==> config.mk <==
export PLATFORM = sky130hd
export DESIGN_NAME = txr_walker
export DESIGN_NICKNAME = d
export VERILOG_FILES = /design/src/rtl/txr_pkg.sv /design/src/rtl/txr_ring_ptr.sv /design/src/rtl/txr_buf_cursor.sv /design/src/rtl/txr_walker.sv
export SDC_FILE = /design/constraint.sdc
export NUM_CORES = 1
export LEC_CHECK = 0
export ABC_AREA = 1
export CAP_MARGIN = 5
export CORE_MARGIN = 8
export CORE_UTILIZATION = 59
export CTS_CLUSTER_SIZE = 10
export DETAILED_ROUTE_END_ITERATION = 8
export GPL_TIMING_DRIVEN = 1
export PLACE_DENSITY = 0.87
export REMOVE_ABC_BUFFERS = 1
export SKIP_CTS_REPAIR_TIMING = 1
export SYNTH_ARGS = -nofsm -noshare
export SYNTH_HDL_FRONTEND = slang
export SYNTH_SLANG_ARGS = --single-unit
==> constraint.sdc <==
create_clock -name clk -period 5.04 [get_ports clk]
set_input_delay 0.756 -clock clk [delete_from_list [all_inputs] [get_ports clk]]
set_output_delay 0.756 -clock clk [all_outputs]
set_load 0.02 [all_outputs]
==> src/rtl/txr_pkg.sv <==
package txr_pkg;
  localparam int AW          = 32;
  localparam int DW          = 32;
  localparam int LEN_W       = 16;
  localparam int DESC_BYTES  = 8;
  localparam int BIT_READY   = 31;
  localparam int BIT_WRAP    = 29;
  localparam int BIT_INTR    = 28;
  localparam int BIT_LAST    = 27;

  typedef enum logic [3:0] {
    S_IDLE, S_RD0, S_GET0, S_RD1, S_GET1, S_RDB, S_GETB, S_SEND, S_CLOSE
  } walk_state_t;

  // byte lane 0 is the most significant byte of a word
  function automatic logic [7:0] lane_byte(input logic [DW-1:0] w, input logic [1:0] lane);
    logic [4:0] sh;
    sh = 5'(3 - lane) << 3;
    return 8'(w >> sh);
  endfunction

  function automatic logic [AW-1:0] next_desc(input logic [AW-1:0] cur,
                                              input logic [AW-1:0] base,
                                              input logic wrap);
    return wrap ? base : cur + AW'(DESC_BYTES);
  endfunction

  function automatic logic [DW-1:0] hand_back(input logic [DW-1:0] w0);
    logic [DW-1:0] r;
    r = w0;
    r[BIT_READY] = 1'b0;
    return r;
  endfunction

  function automatic logic [AW-1:0] word_of(input logic [AW-1:0] a);
    return {a[AW-1:2], 2'b00};
  endfunction
endpackage

==> src/rtl/txr_ring_ptr.sv <==
module txr_ring_ptr
  import txr_pkg::*;
(
  input  logic          clk,
  input  logic          rst_n,
  input  logic          load,
  input  logic          advance,
  input  logic          wrap,
  input  logic [AW-1:0] base,
  output logic [AW-1:0] cur
);
  always_ff @(posedge clk) begin
    if (!rst_n)       cur <= '0;
    else if (load)    cur <= base;
    else if (advance) cur <= next_desc(cur, base, wrap);
  end


  wrap_to_base_chk: assert property (@(posedge clk) disable iff (!rst_n)
    (advance && wrap && !load) |=> cur == $past(base));

  step_next_chk: assert property (@(posedge clk) disable iff (!rst_n)
    (advance && !wrap && !load) |=> cur == $past(cur) + AW'(DESC_BYTES));
endmodule

==> src/rtl/txr_buf_cursor.sv <==
module txr_buf_cursor
  import txr_pkg::*;
(
  input  logic             clk,
  input  logic             rst_n,
  input  logic             load,
  input  logic             step,
  input  logic [AW-1:0]    ptr_in,
  input  logic [LEN_W-1:0] len_in,
  output logic [AW-1:0]    ptr,
  output logic [LEN_W-1:0] rem,
  output logic             final_byte,
  output logic             empty
);
  always_ff @(posedge clk) begin
    if (!rst_n) begin
      ptr <= '0;
      rem <= '0;
    end else if (load) begin
      ptr <= ptr_in;
      rem <= len_in;
    end else if (step) begin
      ptr <= ptr + AW'(1);
      rem <= rem - LEN_W'(1);
    end
  end

  assign final_byte = (rem == LEN_W'(1));
  assign empty      = (rem == '0);


  no_underflow_chk: assert property (@(posedge clk) disable iff (!rst_n)
    step |-> !empty);

  ptr_step_chk: assert property (@(posedge clk) disable iff (!rst_n)
    (step && !load) |=> ptr == $past(ptr) + AW'(1));
endmodule

==> src/rtl/txr_walker.sv <==
module txr_walker
  import txr_pkg::*;
(
  input  logic          clk,
  input  logic          rst_n,
  input  logic [31:0]   ring_base,
  input  logic          poll,
  output logic          mem_req,
  output logic          mem_we,
  output logic [31:0]   mem_addr,
  output logic [31:0]   mem_wdata,
  input  logic [31:0]   mem_rdata,
  output logic [7:0]    tx_data,
  output logic          tx_valid,
  input  logic          tx_ready,
  output logic          tx_eof,
  output logic          tx_irq
);
  walk_state_t      state, state_nx;
  logic [DW-1:0]    w0;
  logic [7:0]       byte_q;
  logic             fresh;
  logic [AW-1:0]    cur, ptr;
  logic [LEN_W-1:0] rem;
  logic             final_byte, empty;

  // named internal events
  logic ev_poll, ev_owned, ev_xfer, ev_close, ev_load_buf;
  assign ev_poll     = (state == S_IDLE) && poll;
  assign ev_owned    = (state == S_GET0) && mem_rdata[BIT_READY];
  assign ev_xfer     = (state == S_SEND) && tx_ready;
  assign ev_close    = (state == S_CLOSE);
  assign ev_load_buf = (state == S_GET1);

  txr_ring_ptr u_ring (
    .clk(clk), .rst_n(rst_n), .load(ev_poll && fresh), .advance(ev_close),
    .wrap(w0[BIT_WRAP]), .base(ring_base), .cur(cur)
  );

  txr_buf_cursor u_cur (
    .clk(clk), .rst_n(rst_n), .load(ev_load_buf), .step(ev_xfer),
    .ptr_in(mem_rdata), .len_in(w0[LEN_W-1:0]), .ptr(ptr), .rem(rem),
    .final_byte(final_byte), .empty(empty)
  );

  always_comb begin
    state_nx = state;
    unique case (state)
      S_IDLE:  if (poll) state_nx = S_RD0;
      S_RD0:   state_nx = S_GET0;
      S_GET0:  state_nx = ev_owned ? S_RD1 : S_IDLE;
      S_RD1:   state_nx = S_GET1;
      S_GET1:  state_nx = (w0[LEN_W-1:0] == '0) ? S_CLOSE : S_RDB;
      S_RDB:   state_nx = S_GETB;
      S_GETB:  state_nx = S_SEND;
      S_SEND:  if (tx_ready) state_nx = final_byte ? S_CLOSE : S_RDB;
      S_CLOSE: state_nx = S_RD0;
      default: state_nx = S_IDLE;
    endcase
  end

  always_ff @(posedge clk) begin
    if (!rst_n) begin
      state  <= S_IDLE;
      w0     <= '0;
      byte_q <= '0;
      fresh  <= 1'b1;
    end else begin
      state <= state_nx;
      if (state == S_GET0) w0 <= mem_rdata;
      if (state == S_GETB) byte_q <= lane_byte(mem_rdata, ptr[1:0]);
      if (ev_poll) fresh <= 1'b0;
    end
  end

  always_comb begin
    mem_req   = 1'b0;
    mem_we    = 1'b0;
    mem_addr  = cur;
    mem_wdata = '0;
    unique case (state)
      S_RD0:   mem_req = 1'b1;
      S_RD1:   begin mem_req = 1'b1; mem_addr = cur + AW'(4); end
      S_RDB:   begin mem_req = 1'b1; mem_addr = word_of(ptr); end
      S_CLOSE: begin mem_req = 1'b1; mem_we = 1'b1; mem_wdata = hand_back(w0); end
      default: ;
    endcase
  end

  assign tx_valid = (state == S_SEND);
  assign tx_data  = byte_q;
  assign tx_eof   = tx_valid && final_byte && w0[BIT_LAST];
  assign tx_irq   = ev_close && w0[BIT_INTR];


  stall_hold_chk: assert property (@(posedge clk) disable iff (!rst_n)
    (tx_valid && !tx_ready) |=> (tx_valid && $stable(tx_data) && $stable(tx_eof)));

  eof_valid_chk: assert property (@(posedge clk) disable iff (!rst_n)
    tx_eof |-> tx_valid);

  close_clears_ready_chk: assert property (@(posedge clk) disable iff (!rst_n)
    mem_we |-> (mem_req && !mem_wdata[BIT_READY]));

  irq_with_close_chk: assert property (@(posedge clk) disable iff (!rst_n)
    tx_irq |-> mem_we);

  irq_single_chk: assert property (@(posedge clk) disable iff (!rst_n)
    tx_irq |=> !tx_irq);

  no_byte_unowned_chk: assert property (@(posedge clk) disable iff (!rst_n)
    ((state == S_GET0) && !ev_owned) |=> (!tx_valid && !mem_req));
endmodule

Word level (Yosys, flattened, before mapping)
Index checks and enable logic that the tools add are counted.
{ "totals": {"inputBits": 68, "register_bits": 124, "elab_cells": 54} }
{ "classes": {"reduce_logical": 13, "eq_ne": 11, "n_shift": 1, "add_sub_neg": 5, "muxes": 17} }
{ "ops": {"columns": ["op", "n"], "rows": [
  ["2-to-1 mux 32 bit", 5],
  ["case mux 32 bit (2 select lines)", 1],
  ["case mux 4 bit (9 select lines)", 1],
  ["adder 32 x 1 -> 32 bit (second input constant)", 1],
  ["adder 32 x 3 -> 32 bit (second input constant)", 1],
  ["adder 32 x 4 -> 32 bit (second input constant)", 1],
  ["2-to-1 mux 16 bit", 2],
  ["right shift 32 x 5 -> 8 bit", 1],
  ["2-to-1 mux 31 bit", 1],
  ["== test 16 x 1 -> 1 bit (second input constant)", 1],
  ["== test 4 x 3 -> 1 bit (second input constant)", 4],
  ["logical NOT 16 bit", 1],
  ["2-to-1 mux 4 bit", 4],
  ["subtractor 16 x 1 -> 16 bit (second input constant)", 1],
  ["== test 4 x 2 -> 1 bit (second input constant)", 2],
  ["logical AND 1 bit", 7],
  ["== test 4 x 1 -> 1 bit (second input constant)", 1],
  ["== test 4 bit (second input constant)", 1],
  ["logical NOT 4 bit", 1],
  ["nonzero test 2 bit", 2],
  ["OR reduction 4 bit", 1],
  ["2-to-1 mux 1 bit", 2],
  ["2-to-1 mux 2 bit", 1],
  ["inequality test 2 x 1 -> 1 bit (second input constant)", 1],
  ["other kinds (3)", 3]
]} }

Longest topological paths before layout
Gate-level depths: netlist (run 1).
{ "logic_depth": {"depth_word": 4, "mapped_depth": 12} }

Cells and area by module
Synthesis (run 1) repeated with hierarchy kept, for this count alone.
{ "unflattened": {"cells_unflattened": 1521, "area_unflattened_um2": 8967.4} }
{ "modules_own_cells": {"columns": ["module", "cells_per_inst", "seq_area_each_um2", "n_inst", "area_per_inst_um2"], "rows": [
  ["txr_walker", 644, 880.8, 1, 3497.1],
  ["txr_buf_cursor", 511, 960.9, 1, 3228.1],
  ["txr_ring_ptr", 366, 640.6, 1, 2242.2]
]} }

Worst setup path after synthesis (run 1)
No wires, ideal clock.
{ "synth_timing": {"kind": "flip-flop to output port", "from": "register u_ring.cur[4]", "to": "output port mem_addr[23]", "path_buffers": 0, "t_arrival_ns": 1.717, "setup_slack_ns": 2.567, "path_stages_with_launch": 10, "required_time_ns": 4.284, "cell_sequence": "dfxtp_1 ha_1 nand3_1 nor2_1 nand2_1 inv_1 nand3_1 inv_1 a21oi_1 o21bai_1"} }
{ "synth_between": {"elab_chain_cells": 2} }
{ "synth_rtl": {"columns": ["item", "line_no", "rtl"], "rows": [
  ["start: declaration", "txr_ring_ptr.sv:10", "output logic [AW-1:0] cur"],
  ["start signal: assignment", "txr_ring_ptr.sv:14", "else if (load) cur <= base;"],
  ["start signal: assignment", "txr_ring_ptr.sv:15", "else if (advance) cur <= next_desc(cur, base, wrap);"],
  ["adder 32 x 3 -> 32 bit", "txr_walker.sv:83", "S_RD1: begin mem_req = 1'b1; mem_addr = cur + AW'(4); end"],
  ["case mux 32 bit (2 select lines)", "txr_walker.sv:81", "unique case (state)"],
  ["end: declaration", "txr_walker.sv:10", "output logic [31:0] mem_addr,"]
]} }
Every way passes these cells.

Worst setup path after layout (run 1)
{ "layout_timing": {"from": "register state[3]", "to": "output port mem_addr[17]"} }
{ "layout_between": {"elab_chain_cells": 2, "word_cells_on_any_way": 3, "cone_classes": "2 x eq/ne; 1 x mux"} }
{ "layout_rtl": {"columns": ["item", "line_no", "rtl"], "rows": [
  ["start: declaration", "txr_walker.sv:19", "walk_state_t state, state_nx;"],
  ["start signal: assignment", "txr_walker.sv:69", "state <= state_nx;"],
  ["== test 4 x 3 -> 1 bit / == test 4 x 2 -> 1 bit (equally long branches)", "txr_walker.sv:81", null],
  ["case mux 32 bit (2 select lines) (*)", "txr_walker.sv:81", null]
]} }
Every way passes the cells marked *; elsewhere a longest branch is shown, timed or not.

==> run summary, run 1 <==
CRITICAL PATH
--------------------------------------------------------------------------------------------
Largest fanout on the critical path                                                       23
Buffering stage count on the worst path with inverters included                            2
Family with the most delay on the worst path                                    buffers and inverters
Cell Chain, Critical Path                                                       nor2_4 > nand3_1 > inv_2 > nand2_1 > nor3_2 > o21ai_0 > nand2_1 > clkdlybuf4s50_1
Kind of critical path                                                                reg2out
Endpoint kind of the worst setup timing path                                     output port
Crit path required time                                                              4280 ps
Highest cell delay on the worst timing path                                           610 ps
Startpoint Class                                                                        flop
Critical Path AT                                                                     3290 ps
Most Frequent Cell on Critical Path                                             sky130_fd_sc_hd__nand2_1
Highest-delay cell along the critical path                                      sky130_fd_sc_hd__clkdlybuf4s50_1

GLOBAL ROUTING
--------------------------------------------------------------------------------------------
All-layer global routing usage                                                         33.4%
Largest net degree at the start of global routing                                         64
Wire length of the first global-routing pass                                         52.4 mm
Number of global-route vias before repair                                              10200
Antenna violations before repair                                                           0
Total overflow reported by the global router                                               0

SYNTHESIS
--------------------------------------------------------------------------------------------
Compound-cell area share of the yosys netlist                                          19.4%
Synthesized instance count                                                              1481
Post-synth cell types                                                                     49
Mux cell area share after synthesis                                                       0%
Part of the Yosys area used for sequential elements                                    28.2%
Largest family of logic cells by synthesized area                               simple AND/OR/NAND/NOR gates
Flop and latch count out of synthesis                                                    124
Count of warnings emitted by yosys                                                         0
Primary FF master, synth                                                        sky130_fd_sc_hd__dfxtp_1
Basic-gate share of the synthesized area counting and, or, nand and nor cells          38.6%
Post-synth ARST share                                                                     0%
Average cell area after synthesis                                                   5.93 µm²
Share of the synthesized netlist area taken by xor and xnor gates                      1.30%
Syn Std Cell Area                                                                   8790 µm²
Number of synthesized flops with an enable pin                                             0
Synthesized-area fraction occupied by adder cells                                     0.712%

CTS
--------------------------------------------------------------------------------------------
Clock tree root buffer cell                                                     sky130_fd_sc_hd__clkbuf_16
Clk Latency, worst-skew pair                                                          430 ps
Maximum clock path buffer count                                                            2
CTS tree                                                                               built
Clock slew at reported path FFs                                                        60 ps
H-tree level count                                                                         4
Number of buffers inserted during clock tree synthesis                                    17
Clock sinks                                                                              124

ROUTING
--------------------------------------------------------------------------------------------
Per-cell via count in the routed design                                                 6.10
Total wire length after detailed routing                                             33.6 mm
Final antenna-violating net count                                                          0
Length of the first detailed-routing pass in iterations                                    9
Drt drc                                                                                    2
DRT iter0 DRCs                                                                          1389
Detailed-route via count                                                               10800
Average detailed-routed wire length per instance                                     18.9 µm

POWER
--------------------------------------------------------------------------------------------
Static Leak                                                                          4.10 nW
Total power density per cell area                                                 306 nW/µm²
Overall power of the completed layout                                              0.00329 W
Worst IR Drop VDD                                                                 0.000239 V

DIE
--------------------------------------------------------------------------------------------
Number of rows in the core area                                                           44
Vertical die dimension                                                                138 µm
Number of top-level pins                                                                 145
Die width                                                                             138 µm
Core box area                                                                      14500 µm²
Initial cell density of the core                                                       60.5%
Full die area                                                                      19100 µm²

STATUS
--------------------------------------------------------------------------------------------
Violated checks                                                                          DRC
Result of the run                                                               finished, violations left

FINISH
--------------------------------------------------------------------------------------------
Cell Count, Final, Fillers Out                                                          1778
Final nets                                                                              1654
Final Util                                                                             74.1%
Post-route cell area                                                               10800 µm²
Most common library cell in the layout ignoring fill and taps                   sky130_fd_sc_hd__nand2_1
P&R area growth vs syn                                                                 22.5%
Share of cells above drive strength 1                                                  5.14%
# diodes                                                                                   0
Fillers                                                                                 1195
Top library cells by usage in the layout, fill and taps aside                   sky130_fd_sc_hd__nand2_1 (374), sky130_fd_sc_hd__nor2_1 (210), sky130_fd_sc_hd__inv_1 (176), sky130_fd_sc_hd__nand3_1 (142), sky130_fd_sc_hd__clkdlybuf4s50_1 (142)

STA
--------------------------------------------------------------------------------------------
Min Tclk post-route                                                                  4050 ps
Hold violation total from the final report                                                 0
Slew margin rel.                                                                       11.2%
Sum of negative setup slack                                                             0 ps
RSZ-0062 raised after global routing                                                   false
Fin crit share                                                                         80.3%
Post-route clock skew                                                                9.81 ps
Worst Tran Pin Value                                                                 1330 ps
Max Fclk                                                                             247 MHz
Setup Viol. Count Final                                                                    0
Max-slew violation count                                                                   0

PLACE
--------------------------------------------------------------------------------------------
Detailed Place HPWL                                                                  23.9 mm
Number of instances in the placed design                                                1746
Routability cong.                                                                       1.06
Number of buffers inserted by port buffering                                             143
Placed instance area                                                               10100 µm²

HOLD PATH
--------------------------------------------------------------------------------------------
Hold crit path type                                                                  reg2reg

RUN
--------------------------------------------------------------------------------------------
Max capacitance violation total                                                            0

==> synthesized netlist by cell type (3+ instances only) <==
cell,count,share of area [%]
sky130_fd_sc_hd__a21oi_1,98,5.6
sky130_fd_sc_hd__a21oi_2,7,0.70
sky130_fd_sc_hd__a31oi_1,23,1.6
sky130_fd_sc_hd__buf_1,3,0.13
sky130_fd_sc_hd__buf_2,24,1.4
sky130_fd_sc_hd__buf_4,9,0.77
sky130_fd_sc_hd__clkbuf_1,26,1.1
sky130_fd_sc_hd__dfxtp_1,124,28
sky130_fd_sc_hd__ha_1,5,0.71
sky130_fd_sc_hd__inv_1,177,7.6
sky130_fd_sc_hd__inv_2,7,0.30
sky130_fd_sc_hd__nand2_1,375,16
sky130_fd_sc_hd__nand2_2,4,0.28
sky130_fd_sc_hd__nand3_1,142,8.1
sky130_fd_sc_hd__nand3b_1,5,0.43
sky130_fd_sc_hd__nand4_1,23,1.6
sky130_fd_sc_hd__nor2_1,210,9.0
sky130_fd_sc_hd__nor2_2,4,0.28
sky130_fd_sc_hd__nor2_4,4,0.51
sky130_fd_sc_hd__nor3_1,8,0.46
sky130_fd_sc_hd__o211ai_1,20,1.7
sky130_fd_sc_hd__o211ai_2,5,0.71
sky130_fd_sc_hd__o21ai_0,110,6.3
sky130_fd_sc_hd__o21ai_1,4,0.23
sky130_fd_sc_hd__o21bai_1,3,0.26
sky130_fd_sc_hd__o221ai_1,14,1.4
sky130_fd_sc_hd__o22ai_1,5,0.36
sky130_fd_sc_hd__or2_2,4,0.28
sky130_fd_sc_hd__xor2_1,12,1.2
==> worst min-delay path, stage by stage, from the launching register on <==
cell and delay (ps):
sky130_fd_sc_hd__dfxtp_1 300, sky130_fd_sc_hd__inv_1 60, sky130_fd_sc_hd__a21oi_1 50
==> metrics by stage <==
stage	setup WS, ps	hold WS (ps)
final	993	455
after global routing	873	473
after CTS	1100	452
after detailed placement	1580	443
after global placement	1610	440
after floorplan	2420	429
==> final cells by class <==
| cell class | count | area [µm²] | share of cell area, % |
|---|---|---|---|
| Multi-Input combinational cell | 1106 | 5280 | 49.1 |
| Clock buffer | 18 | 429 | 3.99 |
| Inverter | 185 | 697 | 6.47 |
| Clock inverter | 14 | 185 | 1.72 |
| Tap cell | 184 | 230 | 2.14 |
| Sequential cell | 124 | 2480 | 23.1 |
| Timing Repair Buffer | 147 | 1460 | 13.5 |
==> metal layers <==
| layer | routed length [µm] | vias up | GRT usage [%] |
|---|---|---|---|
| li1 | - | 5043 | - |
| met1 | 12500 | 4860 | 38.7 |
| met2 | 15600 | 773 | 54.9 |
| met3 | 3680 | 169 | 8.46 |
| met4 | 1940 | 0 | 19.2 |
| met5 | 0 | - | 0 |
==> logic make-up (layout without fill, tap and decap cells) <==
logic type                 Yosys count  after routing
and+or+nand+nor                    793            793
AOI/OAI and AO/OA                  294            294
buffers and inverters              251            364
DFF                                124            124
xor gates and xnor gates            13             13
adders and majority gates            5              5
other                                1              1
==> state kept, by name, indices dropped and copies added (netlist names) <==
register,flops
fresh,1
state,4
tx_data,8
u_cur.ptr,32
u_cur.rem,16
u_ring.cur,32
w0,31
==> power by group <==
group	internal, W	switching [W]
Sequential	0.00107	0.000106
Combinational	0.000302	0.000514
Clock	0.000790	0.000514
Total	0.00216	0.00113
==> path summary, 6_finish.rpt <==
| kind | from | to | slack, ps | cells past startpoint |
|---|---|---|---|---|
| setup reg to reg | state[2] | state[0] | 2370 | 8 |
| setup / recovery | state[3] | mem_addr[17] | 990 | 8 |
| hold / removal | w0[17] | w0[17] | 450 | 2 |
| hold reg to reg | w0[17] | w0[17] | 450 | 2 |
(Power assumes the default switching activity.)
==> run 2, diff against run 1 <==
CORE_UTILIZATION = 49   (was 59)
PLACE_DENSITY = 0.77   (was 0.87)
clock period = 3.7 ns   (was 5.04 ns; I/O delays follow)
==> run 2 against run 1 <==
Against the previous run: the run still ends with DRC left; clock skew down 1.6 ps; critical path depth up 2; setup slack worse by 750 ps; first-iteration DRC count down 28%; via count down 4.5%; die area up 18%; routed wire length down 1.3%; largest cell class unchanged.
==> run summary, run 2 (synthesis gave the netlist of run 1 again) <==
FINISH
------------------------------------------------------------------------------
Final nets                                                                1665
Area used by sequential logic in the layout                           2480 µm²
Fillers                                                                   1772
Regs by FF count                                                  u_cur.ptr x32, u_ring.cur x32, w0 x31
Area of combinational cells with multiple inputs                      5290 µm²
Post-route cell area                                                 10900 µm²
# diodes                                                                     0
P&R area growth vs syn                                                   24.0%
Share of cells above drive strength 1                                    5.86%
Most common library cell in the layout ignoring fill and taps     sky130_fd_sc_hd__nand2_1
Top library cells by usage in the layout, fill and taps aside     sky130_fd_sc_hd__nand2_1 (374), sky130_fd_sc_hd__nor2_1 (209), sky130_fd_sc_hd__inv_1 (176), sky130_fd_sc_hd__nand3_1 (142), sky130_fd_sc_hd__clkdlybuf4s50_1 (142)

DIE
------------------------------------------------------------------------------
Core box area                                                        17800 µm²
Die width                                                               150 µm
Vertical die dimension                                                  150 µm
Initial cell density of the core                                         49.4%
Number of top-level pins                                                   145
Number of rows in the core area                                             49
Full die area                                                        22500 µm²

CRITICAL PATH
------------------------------------------------------------------------------
Depth of the most critical reg-to-reg path                                   7
Crit path required time                                                3140 ps
Kind of critical path                                                  reg2out
Largest fanout on the critical path                                          6
Highest-delay cell along the critical path                        sky130_fd_sc_hd__clkdlybuf4s50_1
R2R Setup Slk                                                          1220 ps
Highest cell delay on the worst timing path                             630 ps
Family with the most delay on the worst path                      buffers and inverters
Startpoint of the lowest-slack register-to-register path          u_cur.ptr[0]
Buffering stage count on the worst path with inverters included              3
Critical Path AT                                                       2900 ps
Startpoint Class                                                          flop
Cell Chain, Critical Path                                         ha_1 > nand3_1 > nor2_2 > nand2_1 > inv_1 > nand3_1 > inv_1 > a21oi_1 > o21bai_1 > clkdlybuf4s50_1
Capture instance of the worst register-to-register path           u_cur.ptr[7]
Endpoint kind of the worst setup timing path                       output port

CTS
------------------------------------------------------------------------------
Clock slew at reported path FFs                                          60 ps
Clock sinks                                                                124
Clk Latency, worst-skew pair                                            430 ps
H-tree level count                                                           4
Clock tree root buffer cell                                       sky130_fd_sc_hd__clkbuf_16
Maximum clock path buffer count                                              2
CTS tree                                                                 built
Number of buffers inserted during clock tree synthesis                      17

ROUTING
------------------------------------------------------------------------------
Drt drc                                                                      1
Total wire length after detailed routing                               33.2 mm
Per-cell via count in the routed design                                   5.65
DRT iter0 DRCs                                                             994
Length of the first detailed-routing pass in iterations                      8
Final antenna-violating net count                                            0
Detailed-route via count                                                 10400
Average detailed-routed wire length per instance                       18.1 µm

STA
------------------------------------------------------------------------------
Max Fclk                                                               290 MHz
Slew margin rel.                                                         31.4%
Hold violation total from the final report                                   0
Worst Tran Pin Value                                                   1030 ps
Setup Viol. Count Final                                                      0
Worst Slack Setup Final                                                 246 ps
Post-route clock skew                                                  8.22 ps
Min Tclk post-route                                                    3450 ps
Max-slew violation count                                                     0
Fin crit share                                                           93.3%
Worst Hold Slack                                                        452 ps

RUN
------------------------------------------------------------------------------
Max capacitance violation total                                              0

STATUS
------------------------------------------------------------------------------
Violated checks                                                            DRC
Result of the run                                                 finished, violations left

PLACE
------------------------------------------------------------------------------
Number of buffers inserted by port buffering                               143
Post-placement worst setup slack                                        646 ps
Detailed Place HPWL                                                    24.4 mm
Placed instance area                                                 10300 µm²
Routability cong.                                                        0.965

GLOBAL ROUTING
------------------------------------------------------------------------------
Number of global-route vias before repair                                 9773
Total overflow reported by the global router                                 0
Largest net degree at the start of global routing                           64
All-layer global routing usage                                           29.1%
Wire length of the first global-routing pass                           51.4 mm
Antenna violations before repair                                             0

POWER
------------------------------------------------------------------------------
Overall power of the completed layout                                0.00448 W
Static Leak                                                            4.16 nW
Worst IR Drop VDD                                                   0.000391 V
Total power density per cell area                                   410 nW/µm²

HOLD PATH
------------------------------------------------------------------------------
End of the worst hold path                                              w0[25]
Hold path start                                                         w0[25]
WHS Path Cells                                                               2
Hold crit path type                                                    reg2reg

-- run 2: worst max-delay path by stage --
stage	slack (ps)	from	end	cells after the start
after floorplan	1280	state[2]	mem_addr[2]	6
after global placement	660	u_ring.cur[4]	mem_addr[23]	10
after detailed placement	650	u_ring.cur[4]	mem_addr[23]	10
after CTS	190	u_ring.cur[4]	mem_addr[23]	10
after global routing	-0.05	u_ring.cur[4]	mem_addr[21]	9
final	250	u_ring.cur[4]	mem_addr[23]	10
-- run 2: cell type report --
class | instances | share of cell area, %
well taps | 229 | 2.63
flip-flops and latches | 124 | 22.8
multi-input cells | 1106 | 48.5
inverters | 185 | 6.39
repair buffers | 158 | 14.2
clock inverters | 11 | 1.31
clock buffers | 20 | 4.19
-- run 2: metrics by stage --
step | util, % | TNS, ps | std cells
floorplan | - | 0 | 1415
global placement | 57.9 | 0 | 1802
detailed placement | 57.9 | 0 | 1802
CTS | 61.3 | 0 | 1833
global route | 61.3 | -0.0542 | 1833
finish | 61.3 | 0 | 1833
-- run 2: where the power goes --
part | total (W) | internal, W | switching, W | leakage (nW)
Sequential | 0.00158 | 0.00145 | 0.000124 | 1.01
Clock | 0.00175 | 0.00109 | 0.000664 | 0.292
Combinational | 0.00114 | 0.000430 | 0.000712 | 2.86
-- run 2: layer usage --
layer | GRT usage (%) | vias to the layer above | share of wire [%]
met3 | 6.62 | 90 | 8.3
met2 | 48.9 | 491 | 47
li1 | - | 5068 | -
met4 | 12.7 | 0 | 4.2
met5 | 0 | - | 0
met1 | 35.0 | 4710 | 40
-- run 2: worst min-delay path: stages (launching register included) --
cell and delay, ps:
sky130_fd_sc_hd__dfxtp_1 300, sky130_fd_sc_hd__inv_1 60, sky130_fd_sc_hd__a21oi_1 50
==> run 3, diff against run 2 <==
CORE_UTILIZATION = 59   (was 49)
DONT_BUFFER_PORTS = 1   (was not set)
PLACE_DENSITY = 0.78   (was 0.77)
==> run 3 against run 2 <==
Against the previous run: sequential share of layout area grew 3.7 points; largest power group unchanged; the run now ends clean; first-iteration DRC count grew 11%; clock-buffer cell count is the same; sequential cell count is the same; largest cell class unchanged.
==> run summary, run 3 (synthesis gave the netlist of run 1 again) <==
STATUS
----------------------------------------------------------------------------
Result of the run                                               finished, final reports clean

POWER
----------------------------------------------------------------------------
Total power density per cell area                                 453 nW/µm²
Worst IR Drop VDD                                                 0.000301 V
Static Leak                                                          3.59 nW

GLOBAL ROUTING
----------------------------------------------------------------------------
All-layer global routing usage                                         31.1%
Number of global-route vias before repair                               9000
Largest net degree at the start of global routing                         86
Wire length of the first global-routing pass                         48.4 mm
Total overflow reported by the global router                               0
Antenna violations before repair                                           0

CRITICAL PATH
----------------------------------------------------------------------------
Startpoint of the lowest-slack register-to-register path        u_cur.ptr[0]
R2R Setup Slk                                                        1260 ps
Critical Path AT                                                     2760 ps
Kind of critical path                                                reg2out
Launching instance or port of the critical path                     state[3]
Endpoint kind of the worst setup timing path                     output port
Crit path required time                                              3140 ps
Worst Setup EP                                                   mem_addr[4]
Depth of the most critical reg-to-reg path                                 7
Largest fanout on the critical path                                       17
Capture instance of the worst register-to-register path         u_cur.ptr[7]
Startpoint Class                                                        flop

FINISH
----------------------------------------------------------------------------
Share of cells above drive strength 1                                  5.91%
Most common library cell in the layout ignoring fill and taps   sky130_fd_sc_hd__nand2_1
# diodes                                                                   0
P&R area growth vs syn                                                 6.63%
Post-route cell area                                                9370 µm²
Fillers                                                                 1491
Regs by FF count                                                u_cur.ptr x32, u_ring.cur x32, w0 x31
Top library cells by usage in the layout, fill and taps aside   sky130_fd_sc_hd__nand2_1 (374), sky130_fd_sc_hd__nor2_1 (210), sky130_fd_sc_hd__inv_1 (176), sky130_fd_sc_hd__nand3_1 (142), sky130_fd_sc_hd__dfxtp_1 (124)
Final nets                                                              1514

ROUTING
----------------------------------------------------------------------------
Total wire length after detailed routing                             30.5 mm
Final antenna-violating net count                                          0
Per-cell via count in the routed design                                 5.94
Drt drc                                                                    0
Detailed-route via count                                                9732
DRT iter0 DRCs                                                          1103
Average detailed-routed wire length per instance                     18.6 µm
Length of the first detailed-routing pass in iterations                    6

CTS
----------------------------------------------------------------------------
CTS tree                                                               built
Maximum clock path buffer count                                            2
H-tree level count                                                         4
Number of buffers inserted during clock tree synthesis                    17
Clk Latency, worst-skew pair                                          440 ps
Clock tree root buffer cell                                     sky130_fd_sc_hd__clkbuf_16
Clock sinks                                                              124
Clock slew at reported path FFs                                        60 ps

DIE
----------------------------------------------------------------------------
Initial cell density of the core                                       60.5%
Number of top-level pins                                                 145
Core box area                                                      14500 µm²
Number of rows in the core area                                           44
Vertical die dimension                                                138 µm
Die width                                                             138 µm
Full die area                                                      19100 µm²

STA
----------------------------------------------------------------------------
Setup Viol. Count Final                                                    0
RSZ-0062 raised after global routing                                   false
Post-route clock skew                                                8.50 ps
Max Fclk                                                             302 MHz
Hold violation total from the final report                                 0
Slew margin rel.                                                       27.0%
Worst Tran Pin Value                                                 1090 ps
Fin crit share                                                         89.6%
Sum of negative setup slack                                             0 ps
Max-slew violation count                                                   0
Min Tclk post-route                                                  3320 ps

PLACE
----------------------------------------------------------------------------
Detailed Place HPWL                                                  22.2 mm
Routability cong.                                                       1.00
Number of buffers inserted by port buffering                               0
Placed instance area                                                8750 µm²

HOLD PATH
----------------------------------------------------------------------------
Hold crit path type                                                   in2reg

RUN
----------------------------------------------------------------------------
Max capacitance violation total                                            0

run 3: cell types whose count changed in the layout (fill, tap and decap cells not counted), sizes merged:
| cell | previous run | this run |
|---|---|---|
| buf | 16 | 7 |
| clkdlybuf4s50 | 142 | 0 |
| clkinv | 5 | 3 |
| clkinvlp | 2 | 4 |
| inv | 186 | 187 |
run 3: area by class of cell:
cell class	count	area, µm²	area share [%]
Timing Repair Buffer	7	52.6	0.561
Inverter	185	697	7.44
Clock buffer	20	467	4.98
Clock inverter	12	160	1.71
Sequential cell	124	2480	26.5
Multi-Input combinational cell	1106	5280	56.4
Tap cell	184	230	2.46
run 3: routing by layer:
layer / share of wire (%) / GRT usage [%] / up-vias
li1: - / - / 4760
met1: 39 / 36.4 / 4381
met2: 46 / 50.2 / 498
met3: 10 / 9.11 / 93
met4: 5.0 / 16.8 / 0
met5: 0 / 0 / -
run 3: worst min-delay path by stage:
stage | startpoint | endpoint | slack (ps) | depth (start not counted)
3_3_place_gp | w0[23] | w0[23] | 440 | 2
5_1_grt | rst_n | fresh | 200 | 1
2_1_floorplan | w0[16] | w0[16] | 430 | 2
6_report | rst_n | u_ring.cur[18] | 250 | 2
3_5_place_dp | w0[30] | w0[30] | 440 | 2
4_1_cts | rst_n | fresh | 200 | 1
run 3: stage by stage:
stage	hold WS (ps)	instances	utilization [%]	power, W	worst slack [ps]
finish	255	1638	64.5	0.00425	384
global route	201	1638	64.5	0.00443	160
CTS	201	1638	64.5	0.00425	445
detailed placement	442	1606	60.2	0.00248	910
global placement	437	1606	60.2	0.00246	946
floorplan	429	1415	-	0.00223	1280
run 3: worst max-delay path, stage by stage (launching register included):
cell and delay [ps]:
sky130_fd_sc_hd__dfxtp_1 390, sky130_fd_sc_hd__nor2_4 210, sky130_fd_sc_hd__nand3_1 440, sky130_fd_sc_hd__nand2_2 530, sky130_fd_sc_hd__inv_2 260, sky130_fd_sc_hd__o22ai_1 180, sky130_fd_sc_hd__o21ai_0 300
run 3: report_power, final:
group          internal (W)  total (W)  switching [W]
Sequential          0.00145    0.00159       0.000135
Combinational      0.000253   0.000877       0.000624
Clock               0.00112    0.00178       0.000666
